### src/rtl/dds_pkg.sv
package dds_pkg;
   localparam int TBL_IDX_W = 4;
   localparam int TBL_AMP_W = 5;

   // Full sine period in 16 equal steps, offset binary centred on 15, peak 30
   function automatic logic [TBL_AMP_W-1:0] sine_code(input logic [TBL_IDX_W-1:0] idx);
      logic [TBL_AMP_W-1:0] v;
      case (idx)
         4'd0:  v = 5'd15;
         4'd1:  v = 5'd21;
         4'd2:  v = 5'd26;
         4'd3:  v = 5'd29;
         4'd4:  v = 5'd30;
         4'd5:  v = 5'd29;
         4'd6:  v = 5'd26;
         4'd7:  v = 5'd21;
         4'd8:  v = 5'd15;
         4'd9:  v = 5'd9;
         4'd10: v = 5'd4;
         4'd11: v = 5'd1;
         4'd12: v = 5'd0;
         4'd13: v = 5'd1;
         4'd14: v = 5'd4;
         default: v = 5'd9;
      endcase
      return v;
   endfunction
endpackage

### src/rtl/dds_phase_acc.sv
module dds_phase_acc #(
   parameter int ACC_W = 48,
   parameter int IDX_W = 4
) (
   input  logic             clk,
   input  logic             rst,
   input  logic [ACC_W-1:0] step,
   output logic [IDX_W-1:0] phase_idx
);
   localparam int IDX_LSB = ACC_W - IDX_W;

   logic [ACC_W-1:0] phase_q;
   logic             live_q;

   generate
      if (IDX_W >= ACC_W) begin : g_bad_width
         $error("dds_phase_acc: index must be narrower than accumulator");
      end
   endgenerate

   always_ff @(posedge clk) begin
      if (rst) begin
         phase_q <= '0;
         live_q  <= 1'b0;
      end else begin
         phase_q <= phase_q + step;
         live_q  <= 1'b1;
      end
   end

   assign phase_idx = phase_q[ACC_W-1:IDX_LSB];

   // phase advances by the previous increment
   p_phase_step_r2: assert property (@(posedge clk) disable iff (rst)
      live_q |-> (phase_q == $past(phase_q) + $past(step)));
endmodule

### src/rtl/dds_sine_rom.sv
module dds_sine_rom #(
   parameter int IDX_W = 4,
   parameter int AMP_W = 5
) (
   input  logic [IDX_W-1:0] idx,
   output logic [AMP_W-1:0] amp
);
   generate
      if (IDX_W != dds_pkg::TBL_IDX_W || AMP_W != dds_pkg::TBL_AMP_W) begin : g_bad_table
         $error("dds_sine_rom: table is defined for 16 entries of 5 bits");
      end
   endgenerate

   always_comb amp = dds_pkg::sine_code(idx);
endmodule

### src/rtl/dds_dither_split.sv
module dds_dither_split #(
   parameter int AMP_W     = 5,
   parameter bit DITHER_EN = 1'b1
) (
   input  logic             clk,
   input  logic             rst,
   input  logic [AMP_W-1:0] amp,
   output logic [AMP_W-2:0] word_lo,
   output logic [AMP_W-2:0] word_hi
);
   localparam int OUT_W = AMP_W - 1;
   localparam logic [OUT_W-1:0] MID = OUT_W'(1) << (OUT_W - 1);

   logic [AMP_W-1:0] amp_up;
   logic [OUT_W-1:0] next_hi;
   logic             live_q;

   generate
      if (AMP_W < 2) begin : g_bad_amp
         $error("dds_dither_split: amplitude needs at least 2 bits");
      end
      if (DITHER_EN) begin : g_dither
         assign amp_up  = amp + AMP_W'(1);
         assign next_hi = amp_up[AMP_W-1:1];
      end else begin : g_trunc
         assign amp_up  = amp;
         assign next_hi = amp[AMP_W-1:1];
      end
   endgenerate

   always_ff @(posedge clk) begin
      if (rst) begin
         word_lo <= MID;
         word_hi <= MID;
         live_q  <= 1'b0;
      end else begin
         word_lo <= amp[AMP_W-1:1];
         word_hi <= next_hi;
         live_q  <= 1'b1;
      end
   end

   // falling word equals rising word or one above it
   p_pair_gap_r4: assert property (@(posedge clk) disable iff (rst)
      (word_hi == word_lo) || (word_hi == word_lo + OUT_W'(1)));

   generate
      if (DITHER_EN) begin : g_sum_chk
         // the pair sums to the code seen one cycle earlier
         p_pair_sum_r4: assert property (@(posedge clk) disable iff (rst)
            live_q |-> ({1'b0, word_lo} + {1'b0, word_hi} == $past(amp)));
      end
   endgenerate
endmodule

### src/rtl/dds_dither_sine.sv
module dds_dither_sine #(
   parameter int ACC_W     = 48,
   parameter int IDX_W     = 4,
   parameter int AMP_W     = 5,
   parameter bit DITHER_EN = 1'b1
) (
   input  logic             clk,
   input  logic             rst,
   input  logic [ACC_W-1:0] tune_word,
   output logic [AMP_W-2:0] dac_word_rise,
   output logic [AMP_W-2:0] dac_word_fall
);
   logic [IDX_W-1:0] idx;
   logic [AMP_W-1:0] amp;
   logic [1:0]       age_q;

   dds_phase_acc #(.ACC_W(ACC_W), .IDX_W(IDX_W)) u_acc (
      .clk(clk), .rst(rst), .step(tune_word), .phase_idx(idx));

   dds_sine_rom #(.IDX_W(IDX_W), .AMP_W(AMP_W)) u_rom (
      .idx(idx), .amp(amp));

   dds_dither_split #(.AMP_W(AMP_W), .DITHER_EN(DITHER_EN)) u_split (
      .clk(clk), .rst(rst), .amp(amp),
      .word_lo(dac_word_rise), .word_hi(dac_word_fall));

   always_ff @(posedge clk) begin
      if (rst)             age_q <= 2'd0;
      else if (age_q != 2'd3) age_q <= age_q + 2'd1;
   end

   // a zero increment two cycles back leaves the output pair unchanged
   p_hold_r6: assert property (@(posedge clk) disable iff (rst)
      (age_q >= 2'd2 && $past(tune_word, 2) == '0) |->
         ($stable(dac_word_rise) && $stable(dac_word_fall)));
endmodule

### config.mk
export PLATFORM = sky130hd
export DESIGN_NAME = dds_dither_sine
export DESIGN_NICKNAME = d
export VERILOG_FILES = /design/src/rtl/dds_pkg.sv /design/src/rtl/dds_phase_acc.sv /design/src/rtl/dds_sine_rom.sv /design/src/rtl/dds_dither_split.sv /design/src/rtl/dds_dither_sine.sv
export SDC_FILE = /design/constraint.sdc
export NUM_CORES = 1
export LEC_CHECK = 0
export BUFFER_PORTS_ARGS = -buffer_cell sky130_fd_sc_hd__clkbuf_2
export CAP_MARGIN = 30
export CORE_MARGIN = 3
export CORE_UTILIZATION = 50
export DETAILED_ROUTE_END_ITERATION = 7
export PLACE_DENSITY_LB_ADDON = 0.08
export SLEW_MARGIN = 10
export SYNTH_ARGS = -nofsm -noshare
export SYNTH_HDL_FRONTEND = slang
export SYNTH_HIERARCHICAL = 1
export SYNTH_SLANG_ARGS = --single-unit
export TNS_END_PERCENT = 5
### constraint.sdc
create_clock -name clk -period 6.1 [get_ports clk]
set_input_delay 1.83 -clock clk [delete_from_list [all_inputs] [get_ports clk]]
set_output_delay 1.83 -clock clk [all_outputs]
set_load 0.02 [all_outputs]
==> results_dict.tcl, run 1 <==
set metrics [dict create \
    ctsHoldBuffers 0 \
    ant_nets 0 \
    synth_top_family_by_area "compound AO/OA/AOI/OAI gates" \
    path_clk_slew_ns 0.11 \
    dieArea_mm2 0.00982 \
    cts_buffers 5 \
    p_clk_share_pct 8.7 \
    synth_top_cell_by_area "dfxtp_1" \
    slew_viol_final 0 \
    synth_most_common_cell "nor2_1" \
    switchingPower_uw 1200 \
    cp_max_fo 5 \
    seqPwrFrac_pct 23.9 \
    peakVddDrop_uv 271 \
    setup_ws_ns 1.74 \
    period_share_pct 71.4 \
    path_cells "clkbuf_2 -> ha_1 -> fa_1 -> a21o_1 -> a221oi_2 -> o21bai_2 -> a21bo_2 -> a21oi_4 -> o21a_4 -> o311ai_4 -> a21oi_2 -> mux2_4" \
    slowest_delay_ns 0.41 \
    cts_root_buffer "clkbuf_8" \
    total_power_uw 2560 \
    cts_tree "done" \
    synth_seq_area_share_pct 25.9 \
    relSlewSlack_pct 68.5 \
    area_delta_synth_final_pct 7.97 \
    hold_violations 0 \
    swShare_pct 46.9 \
    arrival_ns 4.58 \
    rsz0062_at_grt "false" \
    hpwl_um 7590 \
    avgSynthCellArea_um2 8.24 \
    min_path_type "reg2reg" \
    synth_top_area_share_pct 25.9 \
    ys_ff_latch 56 \
    die_x_um 99.1 \
    final_net_count 662 \
    critical_path_class "in2reg" \
    grt_usage_pct 20.2 \
    postCtsSetupRepairBufs 0 \
    endpoint_kind "register" \
    timing.fmax_ghz 0.230 \
    synth_mux_area_share_pct 2.08 \
    syn_nets 625 \
    synth_warnings 6 \
    firstDrtPassIters 4 \
    diodes 0 \
    critPathSlowestCell "fa_1" \
    grt_start_max_net_pins 43 \
    clock_path_buffers 2 \
    wl_per_cell_um 14.4 \
    synth_xor_xnor_area_share_pct 7.89 \
    finalClockSkew_ns 0.0164 \
    syn_inst 526 \
    worstMarginPinSlew_ns 0.460 \
    antenna_found_initial 0 \
    drt-total-wl_um 9630 \
    clkLatencyLatePin_ns 0.32 \
    grt_pass1_wl_um 16500 \
    final-setup-viol-count 0 \
    overflow 0 \
    synthArstFlopShare_pct 0 \
    ys_top_cells_by_area "dfxtp_1 (26%), ha_1 (14%), a21oi_1 (6.2%), nor2_1 (5.9%), xnor2_1 (4.2%)" \
    maxCapViolCount 0 \
    pwr-share-comb_pct 67.4 \
    status "completed" \
    fin_setup_tns_ns 0 \
    synth_commonest_cells "nor2_1 (68), dfxtp_1 (56), a21oi_1 (54), ha_1 (48), nand2_1 (41)" \
    io_buffers 57 \
    cts_sinks 56 \
    num_vias 3792 \
    synth_edf_count 0 \
    dieHeight_um 99.1 \
    post-route-min-period_ns 4.36 \
    yosys.area_share.simple_pct 19.0 \
    synth_area_mm2 0.00433 \
    drt_iter0_drc 175 \
    avgViaCountPerCell 5.67 \
    drive_above_1_share_pct 16.3 \
    power_density_mw_per_mm2 548 \
    synth_compound_area_share_pct 26.0 \
    htree_levels 2 \
    synthAdderAreaFrac_pct 14.3 \
    drc 0 \
    cts.repair.resized 0 \
    cp-start-kind "input pin" \
    coreArea_mm2 0.00830 \
    boundaryPins 58 \
    grt_pass1_vias 3634 \
    gp_congestion 0.854 \
    crit_required_ns 6.32 \
    pre_cts_ws_ns 1.37 \
    rows 33 \
    whs_ns 0.569 \
    synth_cell_types 70 \
    p_int_uw 1360 \
    p_leak_uw 0.00215 \
    start_util_pct 52.2 \
    synth_ff_type "dfxtp_1" \
]
==> kinds of logic (layout without fill, tap and decap cells) <==
family / after synthesis / count (layout)
adder cells (fa/ha/maj): 49 / 49
flip-flops: 56 / 56
XOR/XNOR: 39 / 39
AO/OA/AOI/OAI: 164 / 164
multiplexers: 7 / 7
buffers and inverters: 37 / 75
AND/OR/NAND/NOR: 174 / 174
==> registers in the layout, indices dropped and copies added (netlist names) <==
name and cells:
u_acc/phase_q 48, u_split/word_hi 4, u_split/word_lo 4
==> placed cells by master, fill, tap and decap left out, types with 4 or more instances in the layout <==
cell type  count
dfxtp_1       56
nand2_1       41
xor2_1        18
and2_1         4
clkbuf_8       5
nor2_1        68
nor2b_1       10
o21a_1         5
xnor2_1       21
a211oi_1       4
nand3_1       10
o21bai_1       6
a21o_1        23
a21oi_1       54
clkbuf_2      57
o21ai_0       18
nand4_1       15
o211ai_1       8
ha_1          48
inv_1          9
==> metrics by stage <==
step	instance area (um2)	util, %	cells
5_1_grt	4680	56.4	669
3_5_place_dp	4580	55.2	661
4_1_cts	4680	56.4	669
3_3_place_gp	4580	55.2	661
2_1_floorplan	4330	-	526
6_report	4680	56.4	669
==> power groups by stage <==
stage	Sequential [uW]	Combinational, uW	Clock [uW]
floorplan	621	1420	0
finish	613	1730	222
CTS	615	1720	235
global placement	619	1690	0
global route	634	1930	248
detailed placement	624	1710	0
==> routing by layer <==
layer | track usage [%] | vias to the layer above | wire length [um] | part of all wire, %
li1 | - | 1980 | - | -
met1 | 27.1 | 1727 | 4670 | 48
met2 | 33.0 | 77 | 4380 | 46
met3 | 4.18 | 8 | 468 | 4.9
met4 | 5.36 | 0 | 106 | 1.1
met5 | 0 | - | 0 | 0
==> worst paths after layout <==
kind | endpoint | from | slack (ns) | cells after the start
setup reg to reg | u_acc/phase_q[42] | u_acc/phase_q[0] | 3.04 | 11
hold / removal | u_acc/phase_q[0] | u_acc/phase_q[0] | 0.57 | 2
hold reg to reg | u_acc/phase_q[0] | u_acc/phase_q[0] | 0.57 | 2
setup / recovery | u_acc/phase_q[42] | tune_word[0] | 1.74 | 12
==> worst max-delay path, delay by kind of cell <==
family,cells,cell delay (ns)
compound gates,8,1.71
fa+ha+maj,2,0.62
buf+inv,1,0.08
mux,1,0.31
==> cell type report <==
cell class              instances  area (um2)
inverters                       9        33.8
repair buffers                 58         293
fillers                       805        3620
well taps                     105         131
clock buffers                   5        68.8
flip-flops and latches         56        1120
multi-input cells             433        3000
clock inverters                 3        25.0
(Power assumes the default switching activity.)
==> inputs of run 2 (changes only) <==
--- a/config.mk
+++ b/config.mk
@@ -5,6 +5,7 @@
 export SDC_FILE = /design/constraint.sdc
 export NUM_CORES = 1
 export LEC_CHECK = 0
+export ABC_AREA = 1
 export BUFFER_PORTS_ARGS = -buffer_cell sky130_fd_sc_hd__clkbuf_2
 export CAP_MARGIN = 30
 export CORE_MARGIN = 3
==> constraint.sdc (replaced) <==
create_clock -name clk -period 4.5 [get_ports clk]
set_input_delay 1.35 -clock clk [delete_from_list [all_inputs] [get_ports clk]]
set_output_delay 1.35 -clock clk [all_outputs]
set_load 0.02 [all_outputs]
==> run 2 against run 1 <==
Clock skew down 0.011 ns. Core utilization up 1.1 points. Critical path depth increased by 1. Flip-flop and latch count stayed put. Combinational power increased by 45%.
==> results_dict.tcl, run 2 <==
set metrics [dict create \
    cp_max_fo 5 \
    slew_viol_final 0 \
    slowest_delay_ns 0.45 \
    drt_iter0_drc 404 \
    synth_top_cell_by_area "nand2_1" \
    gp_congestion 0.982 \
    maxCapViolCount 0 \
    synth_seq_area_share_pct 19.4 \
    drt-total-wl_um 15700 \
    grt_pass1_wl_um 26100 \
    worstMarginPinSlew_ns 0.523 \
    grt_start_max_net_pins 46 \
    diodes 0 \
    pre_cts_ws_ns 1.29 \
    largest_reg_flops 48 \
    arrival_ns 3.11 \
    peakVddDrop_uv 373 \
    setup_ws_ns 1.60 \
    rows 38 \
    synth_top_area_share_pct 24.5 \
    cp_common_cell "nand2_1" \
    largestRegisters "u_acc/phase_q (48), u_split/word_hi (4), u_split/word_lo (4)" \
    area_delta_synth_final_pct 10.1 \
    ys_top_cells_by_area "nand2_1 (24%), dfxtp_1 (19%), inv_1 (15%), ha_1 (10%), nor2_1 (6.6%)" \
    drc 0 \
    start_util_pct 52.2 \
    syn_inst 1050 \
    dieArea_mm2 0.0129 \
    rsz0062_at_grt "false" \
    ys_ff_latch 56 \
    layoutNonFillerInstCount 1248 \
    path_clk_slew_ns 0.08 \
    num_vias 5995 \
    whs_ns 0.552 \
    cts_sinks 56 \
    htree_levels 2 \
    total_power_uw 3760 \
    critPathSlowestCell "fa_1" \
    status "completed" \
    io_buffers 57 \
    synth_cell_types 29 \
    regMostFlops "u_acc/phase_q" \
    die_x_um 114 \
    synth_commonest_cells "nand2_1 (377), inv_1 (227), nor2_1 (101), a21oi_1 (59), dfxtp_1 (56)" \
    synth_most_common_cell "nand2_1" \
    overflow 0 \
    ant_nets 0 \
    post-route-min-period_ns 2.90 \
    final_common_cell "nand2_1" \
    finalClockSkew_ns 0.00518 \
    cts_buffers 5 \
    synth_area_mm2 0.00579 \
    firstDrtPassIters 5 \
    p_leak_uw 0.00388 \
    period_share_pct 64.5 \
    clock_path_buffers 2 \
    dieHeight_um 114 \
    grt_usage_pct 25.3 \
    synth_warnings 6 \
    synth_edf_count 0 \
    clkLatencyLatePin_ns 0.30 \
    synthArstFlopShare_pct 0 \
    cts.repair.resized 0 \
    grt_pass1_vias 5593 \
    fin_setup_tns_ns 0 \
    placed_cells 1240 \
    avgSynthCellArea_um2 5.51 \
    relSlewSlack_pct 65.1 \
    coreArea_mm2 0.0111 \
    drive_above_1_share_pct 13.1 \
    cts_root_buffer "clkbuf_16" \
    postCtsSetupRepairBufs 0 \
    critical_path_class "in2reg" \
    avgViaCountPerCell 4.80 \
    endpoint_kind "register" \
    hold_violations 0 \
    syn_nets 1149 \
    antenna_found_initial 0 \
    final-setup-viol-count 0 \
    crit_required_ns 4.70 \
    ctsHoldBuffers 0 \
    cts_tree "done" \
    path_cells "clkbuf_2 -> ha_1 -> fa_1 -> nand3_1 -> nand3_1 -> nand2_1 -> nand2_1 -> nand2_1 -> nand3_2 -> nand2_1 -> nand3_1 -> nand2_1 -> nor2_1" \
    wl_per_cell_um 12.6 \
    final_net_count 1206 \
    timing.fmax_ghz 0.344 \
    cp-start-kind "input pin" \
    power_density_mw_per_mm2 590 \
    final_cell_mix "nand2_1 (377), inv_1 (227), nor2_1 (101), a21oi_1 (59), clkbuf_2 (57)" \
    hpwl_um 13200 \
    min_path_type "reg2reg" \
    boundaryPins 58 \
    synth_ff_type "dfxtp_1" \
]
## run 2: cell types whose count changed after synthesis, sizes merged, moves of 7 or more
cell / before / now
inv: 9 / 241
xor2: 18 / 0
mux2: 7 / 0
nor2b: 10 / 0
o211ai: 8 / 0
xnor2: 21 / 3
nand3: 11 / 52
clkbuf: 16 / 2
a21o: 23 / 1
nand2: 41 / 404
nor2: 68 / 128
## run 2: worst paths after layout
kind                     from                 to  slack [ns]  cells past startpoint
min          u_acc/phase_q[0]   u_acc/phase_q[0]        0.55                      3
max              tune_word[0]  u_acc/phase_q[40]        1.60                     13
min reg2reg  u_acc/phase_q[0]   u_acc/phase_q[0]        0.55                      3
max reg2reg  u_acc/phase_q[0]  u_acc/phase_q[40]        2.43                     12
## run 2: logic make-up after synthesis
| family | count (synthesis) | share of synthesized area (%) |
|---|---|---|
| flops | 56 | 19.4 |
| buf+inv | 250 | 16.7 |
| simple gates | 603 | 44.9 |
| xor+xnor | 3 | 0.454 |
| compound gates | 89 | 7.85 |
| fa+ha+maj | 49 | 10.7 |
## run 2: layer usage
| metal | track usage, % | vias up | part of all wire (%) |
|---|---|---|---|
| met3 | 3.45 | 18 | 6.0 |
| li1 | - | 3258 | - |
| met5 | 0 | - | 0 |
| met4 | 6.25 | 0 | 1.8 |
| met2 | 42.4 | 173 | 45 |
| met1 | 34.3 | 2546 | 47 |
## run 2: critical path: cells and delay by family
family | cells | cell delay [ns]
AND/OR/NAND/NOR | 10 | 0.99
adder cells (fa/ha/maj) | 2 | 0.69
buffers and inverters | 1 | 0.08
## run 2: area by class of cell
cell class	instances	area [um2]
Timing Repair Buffer	58	293
Sequential cell	56	1120
Fill cell	1245	4710
Multi-Input combinational cell	744	3700
Clock buffer	5	125
Tap cell	140	175
Clock inverter	3	46.3
Inverter	242	908
## run 2: power by group
group / switching, uW / leakage [uW] / internal [uW]
clock: 205 / 0.0000804 / 266
combinational: 1690 / 0.00333 / 809
sequential: 88.7 / 0.000468 / 703
## run 2: through the flow
step	utilization (%)	area, um2
2_1_floorplan	-	5790
3_3_place_gp	55.9	6200
3_5_place_dp	55.9	6200
4_1_cts	57.5	6370
5_1_grt	57.5	6370
6_report	57.5	6370
